--- config.mk ---
export PLATFORM = sky130hd
export DESIGN_NAME = uart_irq_top
export DESIGN_NICKNAME = d
export VERILOG_FILES = /design/src/rtl/uart_irq_pkg.sv /design/src/rtl/uart_irq_ctrl.sv /design/src/rtl/uart_irq_datapath.sv /design/src/rtl/uart_irq_top.sv
export SDC_FILE = /design/constraint.sdc
export NUM_CORES = 1
export LEC_CHECK = 0
export BUFFER_PORTS_ARGS = -buffer_cell sky130_fd_sc_hd__buf_2
export CORE_MARGIN = 4
export CORE_UTILIZATION = 35
export DETAILED_ROUTE_END_ITERATION = 10
export GPL_ROUTABILITY_DRIVEN = 0
export HOLD_SLACK_MARGIN = 0.05
export PLACE_DENSITY_LB_ADDON = 0.12
export SETUP_SLACK_MARGIN = 0.3
export SYNTH_ARGS = -nofsm -noshare
export SYNTH_HDL_FRONTEND = slang
export SYNTH_SLANG_ARGS = --single-unit
--- constraint.sdc ---
create_clock -name clk -period 4.54 [get_ports clk]
set_input_delay 0.681 -clock clk [delete_from_list [all_inputs] [get_ports clk]]
set_output_delay 0.681 -clock clk [all_outputs]
set_load 0.02 [all_outputs]
--- src/rtl/uart_irq_pkg.sv ---
package uart_irq_pkg;
  localparam int NUM_SRC = 8;
  localparam logic [5:0] CODE_NONE = 6'h01;

  typedef enum logic [2:0] {
    SRC_LINE  = 3'd0,
    SRC_TMO   = 3'd1,
    SRC_RXRDY = 3'd2,
    SRC_TX    = 3'd3,
    SRC_MODEM = 3'd4,
    SRC_XCHAR = 3'd5,
    SRC_FLOW  = 3'd6,
    SRC_WAKE  = 3'd7
  } irqSrcE;

  typedef struct packed {
    logic clrLine;
    logic clrTmo;
    logic clrTx;
    logic clrModem;
    logic clrXchar;
    logic clrSpec;
    logic clrFlow;
    logic clrWake;
    logic tmoFire;
  } clrStrbT;

  function automatic logic [5:0] srcCode(irqSrcE s);
    case (s)
      SRC_LINE:  return 6'h06;
      SRC_TMO:   return 6'h0C;
      SRC_RXRDY: return 6'h04;
      SRC_TX:    return 6'h02;
      SRC_MODEM: return 6'h00;
      SRC_XCHAR: return 6'h10;
      SRC_FLOW:  return 6'h20;
      default:   return 6'h08;
    endcase
  endfunction
endpackage

--- src/rtl/uart_irq_ctrl.sv ---
module uart_irq_ctrl
  import uart_irq_pkg::*;
#(
  parameter int LVL_W = 5,
  parameter int CBW   = 4
) (
  input  logic             clk,
  input  logic             rstN,
  input  logic             rhrRead,
  input  logic             lsrRead,
  input  logic             msrRead,
  input  logic             isrRead,
  input  logic             thrWrite,
  input  logic             wakeRead,
  input  logic             rxCharIn,
  input  logic             bitTick,
  input  logic [CBW-1:0]   charBits,
  input  logic [LVL_W-1:0] rxLevel,
  input  logic             reportValid,
  input  irqSrcE           reportSrc,
  output clrStrbT          strb
);
  localparam int MAX_LIMIT = 4 * ((1 << CBW) - 1) + 12;
  localparam int CNT_W     = $clog2(MAX_LIMIT + 1);

  logic [CNT_W-1:0] idleCnt;
  logic [CNT_W-1:0] idleLimit;
  logic             idleRestart;
  logic             isrHitsTx;
  logic             isrHitsXchar;

  assign idleLimit   = CNT_W'({charBits, 2'b00}) + CNT_W'(12);
  assign idleRestart = rhrRead || rxCharIn || (rxLevel == '0);

  always_ff @(posedge clk) begin
    if (!rstN) begin
      idleCnt <= '0;
    end else if (idleRestart) begin
      idleCnt <= '0;
    end else if (bitTick && idleCnt != idleLimit) begin
      idleCnt <= idleCnt + 1'b1;
    end
  end

  assign isrHitsTx    = isrRead && reportValid && (reportSrc == SRC_TX);
  assign isrHitsXchar = isrRead && reportValid && (reportSrc == SRC_XCHAR);

  always_comb begin
    strb          = '0;
    strb.clrLine  = lsrRead;
    strb.clrTmo   = rhrRead;
    strb.clrTx    = thrWrite || isrHitsTx;
    strb.clrModem = msrRead;
    strb.clrXchar = isrHitsXchar;
    strb.clrSpec  = isrHitsXchar || rxCharIn;
    strb.clrFlow  = msrRead;
    strb.clrWake  = wakeRead;
    strb.tmoFire  = bitTick && !idleRestart && (idleCnt == idleLimit - 1'b1);
  end

  // one status read never retires both status-read causes at once
  a_r10_isr_single_target: assert property (@(posedge clk) disable iff (!rstN)
    (isrRead && !thrWrite) |-> !(strb.clrTx && strb.clrXchar));

  // the timer cannot fire in the cycle after it fired
  a_r4_fire_once: assert property (@(posedge clk) disable iff (!rstN)
    strb.tmoFire |=> !strb.tmoFire);
endmodule

--- src/rtl/uart_irq_datapath.sv ---
module uart_irq_datapath
  import uart_irq_pkg::*;
#(
  parameter int LVL_W = 5
) (
  input  logic             clk,
  input  logic             rstN,
  input  logic [NUM_SRC-1:0] irqEnable,
  input  logic [3:0]       lineErrSet,
  input  logic             txTrigHit,
  input  logic             txEmpty,
  input  logic [3:0]       modemDelta,
  input  logic             xonHit,
  input  logic             xoffHit,
  input  logic             specialHit,
  input  logic             sleepExit,
  input  logic             autoFlowEn,
  input  logic             ctsDsrPin,
  input  logic             rtsDtrPin,
  input  logic             fifoMode,
  input  logic             rhrFull,
  input  logic [LVL_W-1:0] rxLevel,
  input  logic [LVL_W-1:0] rxTrigLevel,
  input  clrStrbT          strb,
  output logic             reportValid,
  output irqSrcE           reportSrc,
  output logic [5:0]       isrCode,
  output logic             irqOut
);
  logic lineFlag, tmoFlag, txFlag, modemFlag;
  logic xonFlag, xoffFlag, specFlag, flowFlag, wakeFlag;
  logic ctsPrev, rtsPrev, flowEdge, rxRdy;
  logic [NUM_SRC-1:0] pendV, activeV;

  assign flowEdge = autoFlowEn && ((ctsDsrPin && !ctsPrev) || (rtsDtrPin && !rtsPrev));
  assign rxRdy    = fifoMode ? (rxLevel >= rxTrigLevel) : rhrFull;

  always_ff @(posedge clk) begin
    if (!rstN) begin
      lineFlag <= 1'b0; tmoFlag <= 1'b0; txFlag <= 1'b0; modemFlag <= 1'b0;
      xonFlag <= 1'b0; xoffFlag <= 1'b0; specFlag <= 1'b0;
      flowFlag <= 1'b0; wakeFlag <= 1'b0;
      ctsPrev <= 1'b0; rtsPrev <= 1'b0;
    end else begin
      ctsPrev   <= ctsDsrPin;
      rtsPrev   <= rtsDtrPin;
      lineFlag  <= (|lineErrSet) || (lineFlag && !strb.clrLine);
      tmoFlag   <= strb.tmoFire || (tmoFlag && !strb.clrTmo);
      txFlag    <= txTrigHit || txEmpty || (txFlag && !strb.clrTx);
      modemFlag <= (|modemDelta) || (modemFlag && !strb.clrModem);
      xonFlag   <= xonHit || (xonFlag && !strb.clrXchar);
      xoffFlag  <= xoffHit || (xoffFlag && !strb.clrXchar);
      specFlag  <= specialHit || (specFlag && !strb.clrSpec);
      flowFlag  <= flowEdge || (flowFlag && !strb.clrFlow);
      wakeFlag  <= sleepExit || (wakeFlag && !strb.clrWake);
    end
  end

  always_comb begin
    pendV = '0;
    pendV[SRC_LINE]  = lineFlag;
    pendV[SRC_TMO]   = tmoFlag;
    pendV[SRC_RXRDY] = rxRdy;
    pendV[SRC_TX]    = txFlag;
    pendV[SRC_MODEM] = modemFlag;
    pendV[SRC_XCHAR] = xonFlag || xoffFlag || specFlag;
    pendV[SRC_FLOW]  = flowFlag;
    pendV[SRC_WAKE]  = wakeFlag;
  end

  assign activeV = pendV & irqEnable;
  assign irqOut  = |activeV;

  always_comb begin
    reportValid = 1'b0;
    reportSrc   = SRC_LINE;
    for (int i = NUM_SRC - 1; i >= 0; i--) begin
      if (activeV[i]) begin
        reportValid = 1'b1;
        reportSrc   = irqSrcE'(3'(i));
      end
    end
    isrCode = reportValid ? srcCode(reportSrc) : CODE_NONE;
  end

  // an idle interrupt line goes with the none-pending code
  a_r11_idle_code: assert property (@(posedge clk) disable iff (!rstN)
    !irqOut |-> (isrCode == CODE_NONE));

  // a line status read with no new error retires the line cause
  a_r3_line_clear: assert property (@(posedge clk) disable iff (!rstN)
    (lsrRead_q_free()) |=> !lineFlag);

  function automatic logic lsrRead_q_free();
    return strb.clrLine && (lineErrSet == '0);
  endfunction

  // the timeout cause only rises while the receive path holds data
  a_r4_tmo_needs_data: assert property (@(posedge clk) disable iff (!rstN)
    $rose(tmoFlag) |-> $past(rxLevel != '0));

  // the flow cause only rises while automatic flow control is on
  a_r8_flow_gated: assert property (@(posedge clk) disable iff (!rstN)
    $rose(flowFlag) |-> $past(autoFlowEn));

  // a wake read with no new wake event retires the wake cause
  a_r9_wake_clear: assert property (@(posedge clk) disable iff (!rstN)
    (strb.clrWake && !sleepExit) |=> !wakeFlag);
endmodule

--- src/rtl/uart_irq_top.sv ---
module uart_irq_top
  import uart_irq_pkg::*;
#(
  parameter int LVL_W = 5,
  parameter int CBW   = 4
) (
  input  logic             clk,
  input  logic             rstN,
  input  logic [7:0]       irqEnable,
  input  logic [3:0]       lineErrSet,
  input  logic             txTrigHit,
  input  logic             txEmpty,
  input  logic [3:0]       modemDelta,
  input  logic             xonHit,
  input  logic             xoffHit,
  input  logic             specialHit,
  input  logic             rxCharIn,
  input  logic             sleepExit,
  input  logic             autoFlowEn,
  input  logic             ctsDsrPin,
  input  logic             rtsDtrPin,
  input  logic             fifoMode,
  input  logic             rhrFull,
  input  logic [LVL_W-1:0] rxLevel,
  input  logic [LVL_W-1:0] rxTrigLevel,
  input  logic             bitTick,
  input  logic [CBW-1:0]   charBits,
  input  logic             rhrRead,
  input  logic             lsrRead,
  input  logic             msrRead,
  input  logic             isrRead,
  input  logic             thrWrite,
  input  logic             wakeRead,
  output logic [5:0]       isrCode,
  output logic             irqOut
);
  clrStrbT strb;
  logic    reportValid;
  irqSrcE  reportSrc;

  uart_irq_ctrl #(.LVL_W(LVL_W), .CBW(CBW)) uCtrl (
    .clk(clk), .rstN(rstN),
    .rhrRead(rhrRead), .lsrRead(lsrRead), .msrRead(msrRead),
    .isrRead(isrRead), .thrWrite(thrWrite), .wakeRead(wakeRead),
    .rxCharIn(rxCharIn), .bitTick(bitTick), .charBits(charBits),
    .rxLevel(rxLevel), .reportValid(reportValid), .reportSrc(reportSrc),
    .strb(strb)
  );

  uart_irq_datapath #(.LVL_W(LVL_W)) uData (
    .clk(clk), .rstN(rstN), .irqEnable(irqEnable),
    .lineErrSet(lineErrSet), .txTrigHit(txTrigHit), .txEmpty(txEmpty),
    .modemDelta(modemDelta), .xonHit(xonHit), .xoffHit(xoffHit),
    .specialHit(specialHit), .sleepExit(sleepExit),
    .autoFlowEn(autoFlowEn), .ctsDsrPin(ctsDsrPin), .rtsDtrPin(rtsDtrPin),
    .fifoMode(fifoMode), .rhrFull(rhrFull), .rxLevel(rxLevel),
    .rxTrigLevel(rxTrigLevel), .strb(strb),
    .reportValid(reportValid), .reportSrc(reportSrc),
    .isrCode(isrCode), .irqOut(irqOut)
  );
endmodule

==> results.sh, run 1 <==
export IMPL_cts_resized_gates=0
export IMPL_critPathKind="in -> out"
export IMPL_vias=1344
export IMPL_synth_ff_latch_count=18
export IMPL_layout_cells_most_common="buf_2"
export IMPL_timing_setup_tns_ns=0
export IMPL_num_fill_cells=363
export IMPL_critical_path_required_ns=3.86
export IMPL_pin_count_of_the_biggest_net_entering_global_routing=12
export IMPL_synth_cells=162
export IMPL_synth_flop_cell="dfxtp_1"
export IMPL_worstSkewPairLatency_ns=0.25
export IMPL_clock_tree_from_tritoncts="built"
export IMPL_finalWirelength_mm=3.39
export IMPL_die_y_um=68.9
export IMPL_pins_over_slew_limit=0
export IMPL_synth_async_sr_flop_share_pct=0
export IMPL_report_final_setup_viol=0
export IMPL_postLayoutCoreUtil_pct=48.8
export IMPL_power_per_cell_area_nw_per_um2=235
export IMPL_route_antenna_remaining_nets=0
export IMPL_drive_gt1_share_pct=29.7
export IMPL_critical_path_peak_fanout=5
export IMPL_total_power_mw=0.398
export IMPL_rows=21
export IMPL_yosys_warnings=0
export IMPL_cpMostUsedCell="buf_2"
export IMPL_total_leakage_power_nw=0.788
export IMPL_vias_in_the_first_global_route=1327
export IMPL_critical_path_slowest_cell="or3_1"
export IMPL_post_layout_nonfiller_instances=268
export IMPL_cts_root_buffer_cell="clkbuf_8"
export IMPL_globalRoute_totalOverflow=0
export IMPL_max_freq_ghz=0.322
export IMPL_place_detailed_instances=264
export IMPL_finalCritPeriodShare_pct=68.4
export IMPL_clock_tree_htree_level_count=1
export IMPL_synth_edff_count=0
export IMPL_routed_via_density=5.01
export IMPL_cpLargestDelayFamily="compound AO/OA/AOI/OAI gates"
export IMPL_cts_reportedPaths_clkPinSlew_ns=0.07
export IMPL_route_detailed_drc=0
export IMPL_seqCellArea_sq_um=360
export IMPL_placeableCoreArea_sq_um=3470
export IMPL_cp_start_kind="input port"
export IMPL_cts_made_buffers=3
export IMPL_post_route_min_period_ns=3.10
export IMPL_nets=283
export IMPL_setup_slack_placement_ns=1.45
export IMPL_run_status="finished clean"
export IMPL_syn_mean_instance_area_sq_um=8.02
export IMPL_max_clock_path_buffers=2
export IMPL_die_width_um=68.9
export IMPL_seq_area_frac_synth_pct=27.7
export IMPL_layout_common_cells="buf_2, nand2_1, dfxtp_1, inv_1, nor2_1"
export IMPL_initial_util_pct=37.5
export IMPL_hpwlAfterDp_mm=2.88
export IMPL_num_antenna_cells=0
export IMPL_ctsHoldBuffers=0
export IMPL_boundary_pin_count=58
export IMPL_grtUsageTotal_pct=15.3
export IMPL_path_cells="buf_2 -> inv_1 -> ha_1 -> nand2b_1 -> a21o_1 -> a21oi_1 -> o21ai_1 -> or3_1 -> buf_2"
export IMPL_fp_dieArea_sq_um=4750
export IMPL_antenna_found_initial=0
export IMPL_wirelength_per_cell_um=12.7
export IMPL_final_setup_skew_ns=0.00155
export IMPL_max_stage_delay_ns=0.39
export IMPL_maxSlewHeadroom_pct=64.5
export IMPL_place_port_buffers=57
export IMPL_multi_input_comb_area_sq_um=880
export IMPL_timing_critical_path_arrival_ns=2.42
export IMPL_flow_area_growth_from_synthesis_pct=30.3
export IMPL_synth_cell_types=43
export IMPL_hold_class="reg -> reg"
export IMPL_category_of_the_worst_setup_path_capture_point="primary output"
export IMPL_number_of_nets_in_the_synthesized_netlist=222
export IMPL_netlist_area_sq_um=1300
export IMPL_crit_buf_inv=3
export IMPL_power_ir_vdd_worst_v=0.000197
export IMPL_grt_first_pass_wirelength_mm=5.58
export IMPL_cts_setup_buffers=0
export IMPL_drtPass1Iterations=4
export IMPL_setup_repair_after_global_routing_missed_its_margin="false"
export IMPL_max_cap_violations=0
export IMPL_final_setup_worst_slack_ns=1.44
export IMPL_hold_violations=0
export IMPL_tritoncts_num_sinks=18
export IMPL_max_slew_worst_pin_slew_ns=0.529
export IMPL_drc_violation_total_after_the_first_tritonroute_iteration=57
state kept, by name, indices dropped and copies added (netlist names):
register / flops
uCtrl.idleCnt: 7
uData.specFlag: 1
uData.xoffFlag: 1
uData.rtsPrev: 1
uData.xonFlag: 1
uData.wakeFlag: 1
uData.ctsPrev: 1
uData.lineFlag: 1
uData.tmoFlag: 1
uData.txFlag: 1
uData.flowFlag: 1
uData.modemFlag: 1
path summary, 6_finish.rpt:
path,slack (ns),start,cells after the start,end
setup / recovery,1.44,rxLevel[0],9,irqOut
hold / removal,0.47,uData.tmoFlag,1,uData.tmoFlag
setup reg to reg,2.67,uCtrl.idleCnt[4],5,uCtrl.idleCnt[5]
hold reg to reg,0.47,uData.tmoFlag,1,uData.tmoFlag
stage by stage:
stage	area (sq um)	hold WS, ns
after global placement	1640	0.454
after CTS	1690	0.476
after floorplan	1300	0.442
after detailed placement	1640	0.459
after global routing	1690	0.520
final	1690	0.469
worst reg2reg max path: stages (launching register included):
cell and delay (ns):
dfxtp_1 0.39, xor3_1 0.50, nand4_2 0.16, nor3_2 0.09, or4_1 0.52, a21oi_1 0.14
cells in the mapped netlist (5+ instances only):
cell type,instances,area [sq um]
dfxtp_1,18,360
nand2_1,18,67.6
inv_1,15,56.3
nor2_1,10,37.5
ha_1,9,113
o21ai_0,8,40.0
a21oi_1,7,35.0
nor2b_1,6,37.5
xor2_1,6,52.6
nor4_1,5,31.3
o21ai_1,5,25.0
logic make-up (layout without fill, tap and decap cells):
family,count (synthesis),count (layout),share of synthesized area [%]
AND/OR/NAND/NOR,64,64,26.7
AO/OA/AOI/OAI,41,41,21.0
flip-flops,18,18,27.7
buffers and inverters,16,76,4.62
XOR/XNOR,12,12,9.82
adder cells (fa/ha/maj),9,9,8.66
multiplexers,2,2,1.54
cell type report:
cell class	instances	area share (%)
timing repair buffer	57	16.8
inverter	15	3.32
multi-input combinational	128	51.9
clock buffer	4	3.25
tap	46	3.40
sequential	18	21.3
routing by layer:
layer  share of wire, %  global-route usage (%)
met5                  0                       0
met4               0.47                    3.16
met3                6.8                    4.05
met2                 48                    26.8
met1                 45                    18.8
power by group:
group	total [mW]	switching [mW]	internal [mW]
sequential	0.168	0.00369	0.164
combinational	0.100	0.0537	0.0463
clock	0.131	0.0536	0.0771
total	0.398	0.111	0.288
(Power assumes the default switching activity.)
==> run 2, diff against run 1 <==
==> constraint.sdc (replaced) <==
create_clock -name clk -period 2.6 [get_ports clk]
set_input_delay 0.39 -clock clk [delete_from_list [all_inputs] [get_ports clk]]
set_output_delay 0.39 -clock clk [all_outputs]
set_load 0.02 [all_outputs]
==> run 2 against run 1 <==
Count of clock-buffer cells in the layout did not move. Clock skew up 0.0026 ns. Critical path depth unchanged. Clock power is 73% higher. Wire length is 3.2% higher. Register-to-register slack got worse by 2.0 ns. Combinational power rose by 99%. Core utilization grew 2.8 points. Die area unchanged. Sequential cell count unchanged.
==> results.sh, run 2 (synthesis gave the netlist of run 1 again) <==
export IMPL_max_cap_violations=0
export IMPL_cts_root_buffer_cell="clkbuf_8"
export IMPL_cts_reportedPaths_clkPinSlew_ns=0.07
export IMPL_fp_dieArea_sq_um=4750
export IMPL_clock_tree_htree_level_count=1
export IMPL_antenna_found_initial=0
export IMPL_vias_in_the_first_global_route=1316
export IMPL_ff2ff_path_depth=5
export IMPL_post_route_min_period_ns=2.33
export IMPL_layout_common_cells="buf_2, nand2_1, dfxtp_1, inv_1, nor2_1"
export IMPL_final_setup_worst_slack_ns=0.271
export IMPL_largest_reg_flops=7
export IMPL_worstSkewPairLatency_ns=0.25
export IMPL_ctsHoldBuffers=0
export IMPL_maxSlewHeadroom_pct=67.0
export IMPL_routed_via_density=5.00
export IMPL_report_final_setup_viol=0
export IMPL_groute_layer_met2_usage_pct=24.4
export IMPL_timing_critical_path_arrival_ns=1.94
export IMPL_route_antenna_remaining_nets=0
export IMPL_critical_path_peak_fanout=4
export IMPL_power_per_cell_area_nw_per_um2=401
export IMPL_drtPass1Iterations=4
export IMPL_rows=21
export IMPL_vias=1351
export IMPL_drive_gt1_share_pct=34.4
export IMPL_grt_busiest_layer="met2"
export IMPL_critical_path_required_ns=2.21
export IMPL_final_setup_skew_ns=0.00416
export IMPL_die_y_um=68.9
export IMPL_initial_util_pct=37.5
export IMPL_setup_repair_after_global_routing_missed_its_margin="true"
export IMPL_setup_slack_placement_ns=0.0680
export IMPL_drc_violation_total_after_the_first_tritonroute_iteration=47
export IMPL_place_detailed_instances=264
export IMPL_worstHoldEndpoint="uData.wakeFlag"
export IMPL_grtUsageTotal_pct=14.6
export IMPL_die_width_um=68.9
export IMPL_globalRoute_totalOverflow=0
export IMPL_flow_area_growth_from_synthesis_pct=37.9
export IMPL_finalWirelength_mm=3.50
export IMPL_met3_usage_in_global_routing_pct=2.43
export IMPL_worstHoldStart="sleepExit"
export IMPL_postLayoutCoreUtil_pct=51.7
export IMPL_grt_met1_usage_pct=18.0
export IMPL_category_of_the_worst_setup_path_capture_point="primary output"
export IMPL_grt_first_pass_wirelength_mm=5.29
export IMPL_wirelength_per_cell_um=13.0
export IMPL_max_clock_path_buffers=2
export IMPL_placeableCoreArea_sq_um=3470
export IMPL_pins_over_slew_limit=0
export IMPL_cp_start_kind="input port"
export IMPL_setup_reg_to_reg_worst_slack_ns=0.71
export IMPL_timing_hold_worst_path_depth=2
export IMPL_boundary_pin_count=58
export IMPL_timing_setup_tns_ns=0
export IMPL_run_status="finished clean"
export IMPL_largest_register="uCtrl.idleCnt"
export IMPL_post_layout_nonfiller_instances=270
export IMPL_hold_violations=0
export IMPL_hold_class="in -> reg"
export IMPL_place_port_buffers=57
export IMPL_pin_count_of_the_biggest_net_entering_global_routing=12
export IMPL_r2r_end="uCtrl.idleCnt[5]"
export IMPL_worstReg2RegStart="uCtrl.idleCnt[4]"
export IMPL_multi_input_comb_area_sq_um=936
export IMPL_power_ir_vdd_worst_v=0.000270
export IMPL_finalCritPeriodShare_pct=89.6
export IMPL_total_power_mw=0.719
export IMPL_max_slew_worst_pin_slew_ns=0.492
export IMPL_max_freq_ghz=0.429
export IMPL_seqCellArea_sq_um=360
export IMPL_route_detailed_drc=0
export IMPL_num_fill_cells=354
export IMPL_hpwlAfterDp_mm=2.87
export IMPL_nets=285
export IMPL_layout_cells_most_common="buf_2"
export IMPL_total_leakage_power_nw=0.817
export IMPL_clock_tree_from_tritoncts="built"
export IMPL_num_antenna_cells=0
export IMPL_critPathKind="in -> out"
export IMPL_cts_made_buffers=3
export IMPL_tritoncts_num_sinks=18
run 2: worst max-delay path by stage:
stage                     startpoint  slack [ns]    endpoint
final                     rxLevel[0]        0.27  isrCode[5]
after global routing      rxLevel[0]        0.22  isrCode[5]
after CTS                 rxLevel[0]        0.30  isrCode[0]
after detailed placement  rxLevel[0]        0.07      irqOut
after global placement    rxLevel[0]        0.12      irqOut
after floorplan           rxLevel[0]        0.31  isrCode[1]
run 2: per-stage QoR:
stage	instance area [sq um]	hold WS [ns]
2_1_floorplan	1320	0.442
3_3_place_gp	1660	0.471
3_5_place_dp	1660	0.471
4_1_cts	1730	0.343
5_1_grt	1790	0.353
6_report	1790	0.347
run 2: routing by layer:
layer	share of wire (%)	up-vias	routed length [um]
li1	-	708	-
met1	45	596	1570
met2	48	41	1670
met3	6.3	6	221
met4	1.2	0	42
met5	0	-	0
run 2: worst max-delay path: stages:
cell      delay [ns]
buf_8           0.10
inv_4           0.04
ha_4            0.18
nand2b_4        0.13
a21o_1          0.20
a21oi_4         0.19
o211ai_1        0.16
nor4_2          0.35
buf_4           0.20
run 2: final cells by class:
cell class                      instances  share of cell area [%]
Timing Repair Buffer                   59                    18.1
Inverter                               15                    3.28
Clock buffer                            4                    3.07
Sequential cell                        18                    20.1
Multi-Input combinational cell        128                    52.2
Tap cell                               46                    3.21
run 2: where the power goes:
group	internal [mW]	switching (mW)
sequential	0.287	0.00660
combinational	0.0963	0.102
clock	0.134	0.0926
total	0.518	0.202
run 2: what timing repair did:
item,CTS,global route
pin swaps,6,5
buffers inserted,1,1
gates resized for setup,3,12
setup endpoints to repair,5,6
==> run 3, diff against run 2 <==
--- a/config.mk
+++ b/config.mk
@@ -11,8 +11,7 @@
 export DETAILED_ROUTE_END_ITERATION = 10
 export GPL_ROUTABILITY_DRIVEN = 0
 export HOLD_SLACK_MARGIN = 0.05
-export PLACE_DENSITY_LB_ADDON = 0.12
-export SETUP_SLACK_MARGIN = 0.3
+export PLACE_DENSITY = 0.7
 export SYNTH_ARGS = -nofsm -noshare
 export SYNTH_HDL_FRONTEND = slang
 export SYNTH_SLANG_ARGS = --single-unit
==> run 3 against run 2 <==
Cell area shrank 5.1%. Sequential cell count is the same. Critical path depth did not move. First-iteration DRC count increased by 26%. Global-route usage decreased by 0.59 points. Critical endpoint is now irqOut. Wire length is 10% lower. Highest routed layer unchanged. Via count is 1.5% lower. Combinational power down 13%. Non-clock buffer count decreased by 1.
==> results.sh, run 3 (synthesis gave the netlist of run 1 again) <==
export IMPL_hold_class="in -> reg"
export IMPL_placeableCoreArea_sq_um=3470
export IMPL_category_of_the_worst_setup_path_capture_point="primary output"
export IMPL_cts_root_buffer_cell="clkbuf_8"
export IMPL_place_port_buffers=57
export IMPL_critical_path_peak_fanout=4
export IMPL_route_detailed_drc=0
export IMPL_cts_resized_gates=0
export IMPL_fin_area_sq_um=1700
export IMPL_worstSkewPairLatency_ns=0.25
export IMPL_vias_in_the_first_global_route=1178
export IMPL_max_cap_violations=0
export IMPL_setup_slack_placement_ns=0.173
export IMPL_cp_start_kind="input port"
export IMPL_rows=21
export IMPL_setup_repair_after_global_routing_missed_its_margin="false"
export IMPL_cts_reportedPaths_clkPinSlew_ns=0.07
export IMPL_total_leakage_power_nw=0.793
export IMPL_final_setup_worst_slack_ns=0.185
export IMPL_report_final_setup_viol=0
export IMPL_max_clock_path_buffers=2
export IMPL_finalCritPeriodShare_pct=92.9
export IMPL_routed_via_density=4.95
export IMPL_layout_common_cells="buf_2, nand2_1, dfxtp_1, inv_1, nor2_1"
export IMPL_boundary_pin_count=58
export IMPL_finalWirelength_mm=3.13
export IMPL_ctsHoldBuffers=0
export IMPL_nets=284
export IMPL_largest_register="uCtrl.idleCnt"
export IMPL_max_slew_worst_pin_slew_ns=0.476
export IMPL_clock_tree_htree_level_count=1
export IMPL_critPathKind="in -> out"
export IMPL_timing_critical_path_arrival_ns=2.03
export IMPL_max_freq_ghz=0.414
export IMPL_globalRoute_totalOverflow=0
export IMPL_post_route_min_period_ns=2.42
export IMPL_final_setup_skew_ns=0.00121
export IMPL_timing_hold_worst_path_depth=2
export IMPL_cts_made_buffers=3
export IMPL_num_antenna_cells=0
export IMPL_tritoncts_num_sinks=18
export IMPL_cts_setup_buffers=0
export IMPL_vias=1331
export IMPL_critical_path_required_ns=2.21
export IMPL_wirelength_per_cell_um=11.7
export IMPL_clock_tree_from_tritoncts="built"
export IMPL_drtPass1Iterations=4
export IMPL_placed_cell_area_sq_um=1650
export IMPL_hold_violations=0
export IMPL_timing_setup_tns_ns=0
export IMPL_power_ir_vdd_worst_v=0.000238
export IMPL_drc_violation_total_after_the_first_tritonroute_iteration=59
export IMPL_route_antenna_remaining_nets=0
export IMPL_largest_reg_flops=7
export IMPL_initial_util_pct=37.5
export IMPL_fp_dieArea_sq_um=4750
export IMPL_layout_cells_most_common="buf_2"
export IMPL_grt_first_pass_wirelength_mm=5.00
export IMPL_drive_gt1_share_pct=30.0
export IMPL_hpwlAfterDp_mm=2.66
export IMPL_run_status="finished clean"
export IMPL_power_per_cell_area_nw_per_um2=406
export IMPL_die_width_um=68.9
export IMPL_flow_area_growth_from_synthesis_pct=30.9
export IMPL_grtUsageTotal_pct=14.0
export IMPL_ff2ff_path_depth=5
export IMPL_die_y_um=68.9
export IMPL_maxSlewHeadroom_pct=68.0
export IMPL_pins_over_slew_limit=0
export IMPL_pin_count_of_the_biggest_net_entering_global_routing=12
export IMPL_antenna_found_initial=0
## run 3: cell count changes in the layout (fill, tap and decap cells not counted), sizes merged
cell / delta
buf: -1
## run 3: power breakdown
group | switching (mW) | internal [mW] | total, mW | leakage [nW]
sequential | 0.00600 | 0.287 | 0.293 | 0.148
clock | 0.0909 | 0.134 | 0.225 | 0.0288
combinational | 0.0900 | 0.0827 | 0.173 | 0.616
## run 3: layout make-up
cell class,count,area (sq um)
sequential,18,360
tap,46,57.6
inverter,15,56.3
multi-input combinational,128,880
clock buffer,4,55.1
fill,355,1770
timing repair buffer,58,293
## run 3: path summary, 6_finish.rpt
kind	from	endpoint	slack [ns]
max	rxLevel[0]	irqOut	0.18
min	sleepExit	uData.wakeFlag	0.35
max reg2reg	uCtrl.idleCnt[4]	uCtrl.idleCnt[5]	0.78
min reg2reg	uData.tmoFlag	uData.tmoFlag	0.47
## run 3: metrics by stage
step / instances / hold WS [ns] / total power, mW / utilization (%)
after global routing: 269 / 0.338 / 0.738 / 49.1
after floorplan: 162 / 0.442 / 0.401 / -
after global placement: 265 / 0.455 / 0.471 / 47.5
final: 269 / 0.350 / 0.691 / 49.1
after CTS: 269 / 0.341 / 0.701 / 49.1
after detailed placement: 265 / 0.462 / 0.473 / 47.5
## run 3: metal layers
layer	routed length [um]	part of all wire (%)	vias up	global-route usage, %
met5	0	0	-	0
met4	49	1.6	0	5.84
met3	291	9.3	4	4.21
met2	1410	45	44	22.1
met1	1380	44	578	17.7
li1	-	-	705	-
## run 3: critical path, stage by stage
cell	delay [ns]
buf_2	0.10
inv_1	0.04
ha_1	0.27
nand2b_1	0.14
a21o_1	0.17
a21oi_1	0.26
o21ai_1	0.13
or3_1	0.37
buf_2	0.16
